## src/rtl/dqs_pkg.sv

```systemverilog
package dqs_pkg;
  localparam int ST_W = 3;

  typedef enum logic [ST_W-1:0] {
    Q1_IDLE  = 3'd0,
    Q1_ACT   = 3'd1,
    Q1_PAUSE = 3'd2
  } q1_st_e;

  typedef enum logic [ST_W-1:0] {
    Q2_IDLE  = 3'd0,
    Q2_ACT   = 3'd1,
    Q2_PAUSE = 3'd2,
    Q2_SUSP  = 3'd3,
    Q2_PEND  = 3'd4
  } q2_st_e;
endpackage

```

## src/rtl/dqs_ptr.sv

```systemverilog
module dqs_ptr #(
  parameter int PTR_W = 6,
  parameter logic [PTR_W-1:0] BASE = '0
) (
  input  logic             clk,
  input  logic             rst_n,
  input  logic             adv,
  input  logic             rewind,
  output logic [PTR_W-1:0] ptr
);
  always_ff @(posedge clk or negedge rst_n) begin
    if (!rst_n)      ptr <= BASE;
    else if (rewind) ptr <= BASE;
    else if (adv)    ptr <= ptr + PTR_W'(1);
  end
endmodule

```

## src/rtl/dqs_ctrl.sv

```systemverilog
module dqs_ctrl
  import dqs_pkg::*;
#(
  parameter int PEND_CYC = 2
) (
  input  logic   clk,
  input  logic   rst_n,
  input  logic   q1_trig,
  input  logic   q2_trig,
  input  logic   conv_done,
  input  logic   cmd_pause,
  input  logic   cmd_last,
  input  logic   stop_mode,
  input  logic   freeze,
  output q1_st_e q1_st,
  output q2_st_e q2_st,
  output logic   start_conv,
  output logic   abort_conv,
  output logic   adv1,
  output logic   rew1,
  output logic   adv2,
  output logic   rew2
);
  localparam int CW = $clog2(PEND_CYC + 1);

  q1_st_e       n1;
  q2_st_e       n2;
  logic [CW-1:0] cnt, ncnt;
  logic          st, ab, q1_leave;

  always_comb begin
    n1 = q1_st; n2 = q2_st; ncnt = cnt;
    st = 1'b0; ab = 1'b0; q1_leave = 1'b0;
    adv1 = 1'b0; rew1 = 1'b0; adv2 = 1'b0; rew2 = 1'b0;
    if (stop_mode) begin
      n1 = Q1_IDLE; n2 = Q2_IDLE; ncnt = '0;
      rew1 = 1'b1; rew2 = 1'b1;
    end else if (!freeze) begin
      // completion of the running command
      if (conv_done && q1_st == Q1_ACT) begin
        if (cmd_last) begin
          n1 = Q1_IDLE; rew1 = 1'b1; q1_leave = 1'b1;
        end else begin
          adv1 = 1'b1;
          if (cmd_pause) begin n1 = Q1_PAUSE; q1_leave = 1'b1; end
          else st = 1'b1;
        end
      end else if (conv_done && q2_st == Q2_ACT) begin
        if (cmd_last) begin
          n2 = Q2_IDLE; rew2 = 1'b1;
        end else begin
          adv2 = 1'b1;
          if (cmd_pause) n2 = Q2_PAUSE;
          else st = 1'b1;
        end
      end
      // transient pending window countdown
      if (cnt != '0) begin
        if (cnt == CW'(1)) begin
          n2 = Q2_ACT; st = 1'b1; ncnt = '0;
        end else begin
          ncnt = cnt - CW'(1);
        end
      end
      // queue one releases the converter
      if (q1_leave) begin
        if (q2_st == Q2_SUSP) begin
          n2 = Q2_ACT; st = 1'b1;
        end else if (q2_st == Q2_PEND) begin
          ncnt = CW'(PEND_CYC);
        end
      end
      // queue two trigger
      if (q2_trig && (n2 == Q2_IDLE || n2 == Q2_PAUSE)) begin
        if (n1 == Q1_ACT || (q1_trig && q1_st != Q1_ACT)) n2 = Q2_PEND;
        else begin n2 = Q2_ACT; st = 1'b1; end
      end
      // queue one trigger preempts
      if (q1_trig && q1_st != Q1_ACT) begin
        n1 = Q1_ACT; st = 1'b1; ncnt = '0;
        if (n2 == Q2_ACT) begin
          n2 = Q2_SUSP;
          ab = (q2_st == Q2_ACT) && !conv_done;
        end
      end
    end
  end

  always_ff @(posedge clk or negedge rst_n) begin
    if (!rst_n) begin
      q1_st <= Q1_IDLE; q2_st <= Q2_IDLE; cnt <= '0;
      start_conv <= 1'b0; abort_conv <= 1'b0;
    end else begin
      q1_st <= n1; q2_st <= n2; cnt <= ncnt;
      start_conv <= st; abort_conv <= ab;
    end
  end

  p_one_active_r13: assert property (@(posedge clk) disable iff (!rst_n)
    !(q1_st == Q1_ACT && q2_st == Q2_ACT));

  p_abort_suspends_r6: assert property (@(posedge clk) disable iff (!rst_n)
    abort_conv |-> (q1_st == Q1_ACT && q2_st == Q2_SUSP && start_conv));

  p_susp_under_q1_r7: assert property (@(posedge clk) disable iff (!rst_n)
    (q2_st == Q2_SUSP) |-> (q1_st == Q1_ACT));

  p_freeze_hold_r11: assert property (@(posedge clk) disable iff (!rst_n)
    (freeze && !stop_mode) |=> ($stable(q1_st) && $stable(q2_st) && !start_conv && !abort_conv));

  p_stop_idle_r12: assert property (@(posedge clk) disable iff (!rst_n)
    stop_mode |=> (q1_st == Q1_IDLE && q2_st == Q2_IDLE && !start_conv));
endmodule

```

## src/rtl/dqs_top.sv

```systemverilog
module dqs_top
  import dqs_pkg::*;
#(
  parameter int PTR_W    = 6,
  parameter int Q1_BASE  = 0,
  parameter int Q2_BASE  = 32,
  parameter int PEND_CYC = 2
) (
  input  logic             clk,
  input  logic             rst_n,
  input  logic             q1_trig,
  input  logic             q2_trig,
  input  logic             conv_done,
  input  logic             cmd_pause,
  input  logic             cmd_last,
  input  logic             stop_mode,
  input  logic             freeze,
  output logic             q2_sel,
  output logic             start_conv,
  output logic             abort_conv,
  output logic [PTR_W-1:0] q1_ptr,
  output logic [PTR_W-1:0] q2_ptr,
  output logic [2*ST_W-1:0] status
);
  q1_st_e q1_st;
  q2_st_e q2_st;
  logic [1:0] adv, rew;
  logic [PTR_W-1:0] ptrs [2];

  dqs_ctrl #(.PEND_CYC(PEND_CYC)) u_ctrl (
    .clk(clk), .rst_n(rst_n), .q1_trig(q1_trig), .q2_trig(q2_trig),
    .conv_done(conv_done), .cmd_pause(cmd_pause), .cmd_last(cmd_last),
    .stop_mode(stop_mode), .freeze(freeze), .q1_st(q1_st), .q2_st(q2_st),
    .start_conv(start_conv), .abort_conv(abort_conv),
    .adv1(adv[0]), .rew1(rew[0]), .adv2(adv[1]), .rew2(rew[1])
  );

  for (genvar q = 0; q < 2; q++) begin : g_ptr
    localparam logic [PTR_W-1:0] BASE_Q = PTR_W'((q == 0) ? Q1_BASE : Q2_BASE);
    dqs_ptr #(.PTR_W(PTR_W), .BASE(BASE_Q)) u_ptr (
      .clk(clk), .rst_n(rst_n), .adv(adv[q]), .rewind(rew[q]), .ptr(ptrs[q])
    );
  end

  assign q1_ptr = ptrs[0];
  assign q2_ptr = ptrs[1];
  assign q2_sel = (q2_st == Q2_ACT);
  assign status = {q1_st, q2_st};
endmodule

```

## config.mk

```make
export PLATFORM = sky130hd
export DESIGN_NAME = dqs_top
export DESIGN_NICKNAME = d
export VERILOG_FILES = /design/src/rtl/dqs_pkg.sv /design/src/rtl/dqs_ptr.sv /design/src/rtl/dqs_ctrl.sv /design/src/rtl/dqs_top.sv
export SDC_FILE = /design/constraint.sdc
export NUM_CORES = 1
export LEC_CHECK = 0
export BUFFER_PORTS_ARGS = -buffer_cell sky130_fd_sc_hd__buf_2
export CAP_MARGIN = 20
export CORE_ASPECT_RATIO = 0.6
export CORE_UTILIZATION = 52
export DETAILED_ROUTE_END_ITERATION = 16
export PLACE_DENSITY = 0.75
export RECOVER_POWER = 25
export REMOVE_ABC_BUFFERS = 1
export SETUP_SLACK_MARGIN = 0.2
export SLEW_MARGIN = 30
export SYNTH_ARGS = -nofsm -noshare
export SYNTH_HDL_FRONTEND = slang
export SYNTH_SLANG_ARGS = --single-unit
```

## constraint.sdc

```tcl
create_clock -name clk -period 1.92 [get_ports clk]
set_input_delay 0 -clock clk [delete_from_list [all_inputs] [get_ports clk]]
set_output_delay 0 -clock clk [all_outputs]
set_load 0.005 [all_outputs]
```

==> results of run 1 <==
==> sequential cells by signal, indices dropped and copies added, names as in the netlist <==
name	count
u_ctrl.q2_st	3
u_ctrl.abort_conv	1
g_ptr.u_ptr.ptr	12
u_ctrl.cnt	2
u_ctrl.q1_st	3
u_ctrl.start_conv	1
==> logic make-up after synthesis <==
kind of cell,share of synthesized area [%]
AO/OA/AOI/OAI,23.9
multiplexers,0.801
flip-flops,44.1
buffers and inverters,3.10
adder cells (fa/ha/maj),2.00
AND/OR/NAND/NOR,26.0
==> worst max-delay path, cell delays in order (launching register included) <==
cell	delay, ns
dfrtp_1	0.41
nor3b_2	0.48
a21oi_1	0.27
nand2b_1	0.26
o31ai_1	0.27
==> Yosys cell counts (2+ instances only) <==
cell,instances,area (µm²)
nor3b_1,2,15.0
nor3_1,5,25.0
inv_1,4,15.0
nand3_1,3,15.0
o21ai_0,17,85.1
nor2_1,8,30.0
nand2b_1,2,12.5
a21oi_1,10,50.1
dfrtp_1,21,526
nand2_1,12,45.0
or3b_1,2,17.5
nand3b_1,2,15.0
ha_1,2,25.0
or2_2,2,12.5
a31oi_1,2,12.5
nor2b_1,4,25.0
or3_1,3,18.8
nand4_1,2,12.5
a41oi_1,3,26.3
clkbuf_1,3,11.3
==> what timing repair did <==
| action | CTS | global route |
|---|---|---|
| pin swaps | 0 | 1 |
| resized for setup | 2 | 3 |
| endpoints found under the setup margin | 5 | 11 |
| hold endpoints to repair | 21 | 0 |
| hold buffers | 1 | 0 |
| buffers inserted | 0 | 1 |
==> per-layer routing <==
| layer | global-route usage, % | vias to the layer above | part of all wire [%] |
|---|---|---|---|
| met2 | 38.9 | 74 | 43 |
| met4 | 6.52 | 0 | 0.95 |
| met1 | 38.7 | 582 | 48 |
| li1 | - | 583 | - |
| met3 | 7.95 | 9 | 8.7 |
| met5 | 0 | - | 0 |
==> final cells by class <==
cell class	count	area, µm²	area share [%]
multi-input combinational	105	684	44.1
sequential	22	552	35.6
timing repair buffer	37	206	13.3
clock buffer	4	55.1	3.55
tap	30	37.5	2.42
inverter	4	15.0	0.969
==> final timing paths <==
| check | start | end | slack [ns] | depth (start not counted) |
|---|---|---|---|---|
| min in group asynchronous | rst_n | g_ptr[1].u_ptr.ptr[1] | 0.50 | 2 |
| max in group asynchronous | rst_n | g_ptr[0].u_ptr.ptr[1] | 0.72 | 2 |
| max reg2reg | u_ctrl.q1_st[1] | g_ptr[0].u_ptr.ptr[5] | 0.14 | 4 |
| min | q2_trig | u_ctrl.q2_st[2] | 0.06 | 3 |
| max | u_ctrl.q1_st[1] | g_ptr[0].u_ptr.ptr[5] | 0.14 | 4 |
| min reg2reg | g_ptr[0].u_ptr.ptr[5] | g_ptr[0].u_ptr.ptr[5] | 0.49 | 1 |
==> power by group through the flow <==
stage,Sequential [µW],Combinational (µW),Clock (µW)
6_report,504,198,327
5_1_grt,508,218,348
4_1_cts,503,188,330
3_5_place_dp,512,184,0
3_3_place_gp,511,179,0
2_1_floorplan,513,90.4,0
==> through the flow <==
stage	utilization, %	std cells	worst slack, ns	power (µW)	cell area (µm²)
floorplan	-	131	0.143	603	1230
global route	70.1	202	0.0854	1070	1550
CTS	68.9	201	0.154	1020	1520
detailed placement	65.7	196	0.139	695	1450
finish	70.1	202	0.136	1030	1550
global placement	65.7	196	0.203	690	1450
==> flow_summary.ini, run 1 <==
[timing]
holdWs_ns = 0.0560
finalSetupViolations = 0
rsz0062_at_grt = true
fin_setup_tns_ns = 0
slew_headroom_pct = 20.9
worst_pin_slew_ns = 1.19
skew_ns = 0.00241
hold_violations = 0
finalCriticalPeriod_ns = 1.78
fmax_mhz = 561
finalMaxSlewViolations = 0
fin_crit_sh_pct = 92.9

[global_routing]
grt_pass1_vias = 1029
grt_max_degree = 23
grt_pass1_wl_um = 5020
overflow = 0
antenna_found_initial = 0
track_usage_pct = 26.6

[cells_and_area]
layout-drive-gt1-share_pct = 29.1
final_nets = 184
layout_common_cells = 28 x buf_2, 21 x dfrtp_1, 17 x o21ai_0
final_common_cell = buf_2
fillers = 180
antenna_cells = 0
syn_to_final_growth_pct = 24.0

[logic_synthesis]
syn_inst = 136
ys.flop_type = dfrtp_1
ys_ff_latch = 22
synth_edf_count = 0
syn_area_um2 = 1250
synth_area_per_cell_um2 = 9.19
synthDistinctLibCells = 47
yosys_warnings = 0
ys_seq_area_share_pct = 44.1
async_flop_share_pct = 100

[route]
drtIter0Drc = 128
dr.pass1.iters = 4
routed_wl_um = 3250
ant_nets = 0
num_vias = 1248
routedWlPerCell_um = 16.1
via_per_inst = 6.18
drc = 0

[worst_setup_path]
critPathLaunchType = flop
crit_path_max_fanout = 7
cp_data_arrival_time_ns = 1.95
path_class = reg2reg
worst_setup_path_end_kind = flop
cp.required_ns = 2.08

[cts]
cts_buffers = 3
cts_root_buffer = clkbuf_8
h-tree-depth = 1
clock-sinks = 22
cts_tree = done
clk_latency_ns = 0.26
cts_buffer_depth = 2
clk_pin_slew_worst_paths_ns = 0.08

[pwr]
comb_power_share_pct = 19.2
p_per_area_nw_per_um2 = 663
clkPwrFrac_pct = 31.8
vdd_drop_max_v = 0.000479
swShare_pct = 27.5
p_int_uw = 746
p_sw_uw = 283
pwr-share-seq_pct = 49.0
power.leakage_uw = 0.000706

[floorplan]
fp-row-count = 13
die_w_um = 65.3
ios = 30
core_um2 = 2210
die_h_um = 40.0
dieArea_um2 = 2610
initial_core_util_pct = 56.5

[outcome]
status = finished clean

[placed_design]
place_congestion = 0.973
dp.final_hpwl_um = 2320
port_buffers = 29

[worst_hold_path]
hold_class = in2reg

[job]
maxCapViolCount = 0
Power figures use the tool's default switching activity.
==> run 2, diff against run 1 <==
SYNTH_HIERARCHICAL = 1   (was default)
==> run 2 against run 1 <==
Critical path depth up 3; largest cell class unchanged; first-iteration DRC count is 13% lower; flip-flop and latch count unchanged.
==> flow_summary.ini, run 2 <==
[route]
dr.pass1.iters = 4
via_per_inst = 5.74
num_vias = 1154
drtIter0Drc = 112
routedWlPerCell_um = 15.4
routed_wl_um = 3090
drc = 0
ant_nets = 0

[logic_synthesis]
async_flop_share_pct = 100
synth_edf_count = 0
ys_seq_area_share_pct = 45.4
synthTopCellsByCount = 21 x dfrtp_1, 18 x nor2_1, 13 x nand2_1, 8 x o21ai_0, 7 x a21oi_1
ys.flop_type = dfrtp_1
syn_inst = 128
yosys.area.top_type = dfrtp_1
synthDistinctLibCells = 41
syn_area_um2 = 1210
yosysMostFrequentCell = dfrtp_1
yosys_warnings = 6
ys_ff_latch = 22
synth_top_area_share_pct = 43.3
yosys-top-cells-area = dfrtp_1 43%, nor2_1 5.6%, xor2_1 4.3%, nand2_1 4.0%, o21ai_0 3.3%
synth_area_per_cell_um2 = 9.49

[cells_and_area]
layout-drive-gt1-share_pct = 36.8
top_register = g_ptr.u_ptr/ptr
fin_area_um2 = 1630
final_nets = 183
ff_latch_area_um2 = 552
syn_to_final_growth_pct = 34.1
final_util_pct = 74.7
multi_input_area_um2 = 719
reg_top3 = g_ptr.u_ptr/ptr (12), u_ctrl/q1_st (3), u_ctrl/q2_st (3)
layout_common_cells = 28 x buf_2, 21 x dfrtp_1, 16 x nor2_1
fillers = 164
final_common_cell = buf_2
antenna_cells = 0
largest_reg_flops = 12

[pwr]
p_sw_uw = 255
clkPwrFrac_pct = 33.4
power.leakage_uw = 0.000760
vdd_drop_max_v = 0.000437
p_int_uw = 729
comb_power_share_pct = 17.9
p_per_area_nw_per_um2 = 604
swShare_pct = 25.9
pwr-share-seq_pct = 48.6

[floorplan]
initial_core_util_pct = 55.7
die_h_um = 39.4
ios = 30
fp-row-count = 13
die_w_um = 64.4
dieArea_um2 = 2540
core_um2 = 2180

[global_routing]
grt_pass1_vias = 987
grt_pass1_wl_um = 4730
antenna_found_initial = 0
track_usage_pct = 26.4
overflow = 0
grt_max_degree = 23

[timing]
finalMaxSlewViolations = 0
rsz0062_at_grt = true
finalSetupViolations = 0
finalCriticalPeriod_ns = 1.69
skew_ns = 0.00304
slew_headroom_pct = 21.7
holdWs_ns = 0.0277
fin_ws_ns = 0.228
fmax_mhz = 591
fin_crit_sh_pct = 88.1
fin_setup_tns_ns = 0
worst_pin_slew_ns = 1.17
hold_violations = 0

[placed_design]
place_congestion = 0.923
dp.final_hpwl_um = 2160
dpl_cell_area_um2 = 1450
pre_cts_slack_ns = 0.0795
port_buffers = 29

[worst_setup_path]
cp_data_arrival_time_ns = 1.88
cp.required_ns = 2.11
path_class = reg2reg
crit_path_max_fanout = 7
critPathLaunchType = flop
worst_setup_path_end_kind = flop

[cts]
cts_root_buffer = clkbuf_8
cts_buffer_depth = 2
h-tree-depth = 1
cts_buffers = 3
cts_tree = done
clk_latency_ns = 0.26
clock-sinks = 22
clk_pin_slew_worst_paths_ns = 0.08

[worst_hold_path]
hold_class = in2reg

[job]
maxCapViolCount = 0

[outcome]
status = finished clean
[run 2: power by group through the flow]
stage,Clock [µW],Combinational (µW),Sequential (µW)
floorplan,0,65.8,493
global placement,0,145,486
detailed placement,0,148,487
CTS,336,156,478
global route,349,195,480
finish,329,177,479
[run 2: metal layers]
layer | GRT usage, % | part of all wire (%)
met5 | 0 | 0
met4 | 12.2 | 2.1
met3 | 6.69 | 7.9
met2 | 40.3 | 45
met1 | 35.5 | 45
[run 2: logic make-up after synthesis]
family / synth area share, %
compound gates: 15.9
buf+inv: 2.16
xor+xnor: 5.77
fa+ha+maj: 2.06
flops: 45.4
simple gates: 26.3
mux: 2.47
[run 2: worst paths after layout]
path,start,end,slack (ns),cells past startpoint
min in group asynchronous,rst_n,u_ctrl/q2_st[0],0.49,2
setup reg to reg,u_ctrl/q1_st[2],g_ptr[1].u_ptr/ptr[5],0.23,7
setup / recovery,u_ctrl/q1_st[2],g_ptr[1].u_ptr/ptr[5],0.23,7
hold / removal,stop_mode,u_ctrl/q2_st[0],0.03,2
hold reg to reg,g_ptr[0].u_ptr/ptr[5],g_ptr[0].u_ptr/ptr[5],0.57,2
max in group asynchronous,rst_n,g_ptr[0].u_ptr/ptr[4],0.74,2
[run 2: layout make-up]
cell class              instances  share of cell area, %
flip-flops and latches         22                   33.9
inverters                       1                  0.230
repair buffers                 43                   16.1
multi-input cells             101                   44.2
well taps                      30                   2.30
clock buffers                   4                   3.38
[run 2: stage by stage]
step                power [µW]  instances
floorplan                  559        124
global placement           632        193
detailed placement         634        193
CTS                        969        199
global route              1020        201
finish                     984        201
[run 2: what timing repair did]
item                                   CTS  global route
pin swaps                                1            15
hold buffers                             2             0
setup endpoints to repair                9            12
resized for setup                        3            16
endpoints found under the hold margin   22             0
gates cloned                             0             0
buffers inserted                         0             2
[run 2: worst max-delay path, cell delays in order, from the launching register on]
cell	delay, ns
dfrtp_1	0.41
or3b_4	0.47
nand2_2	0.10
nor2_2	0.06
nand4_2	0.08
buf_6	0.10
nor3_1	0.04
or3b_1	0.35
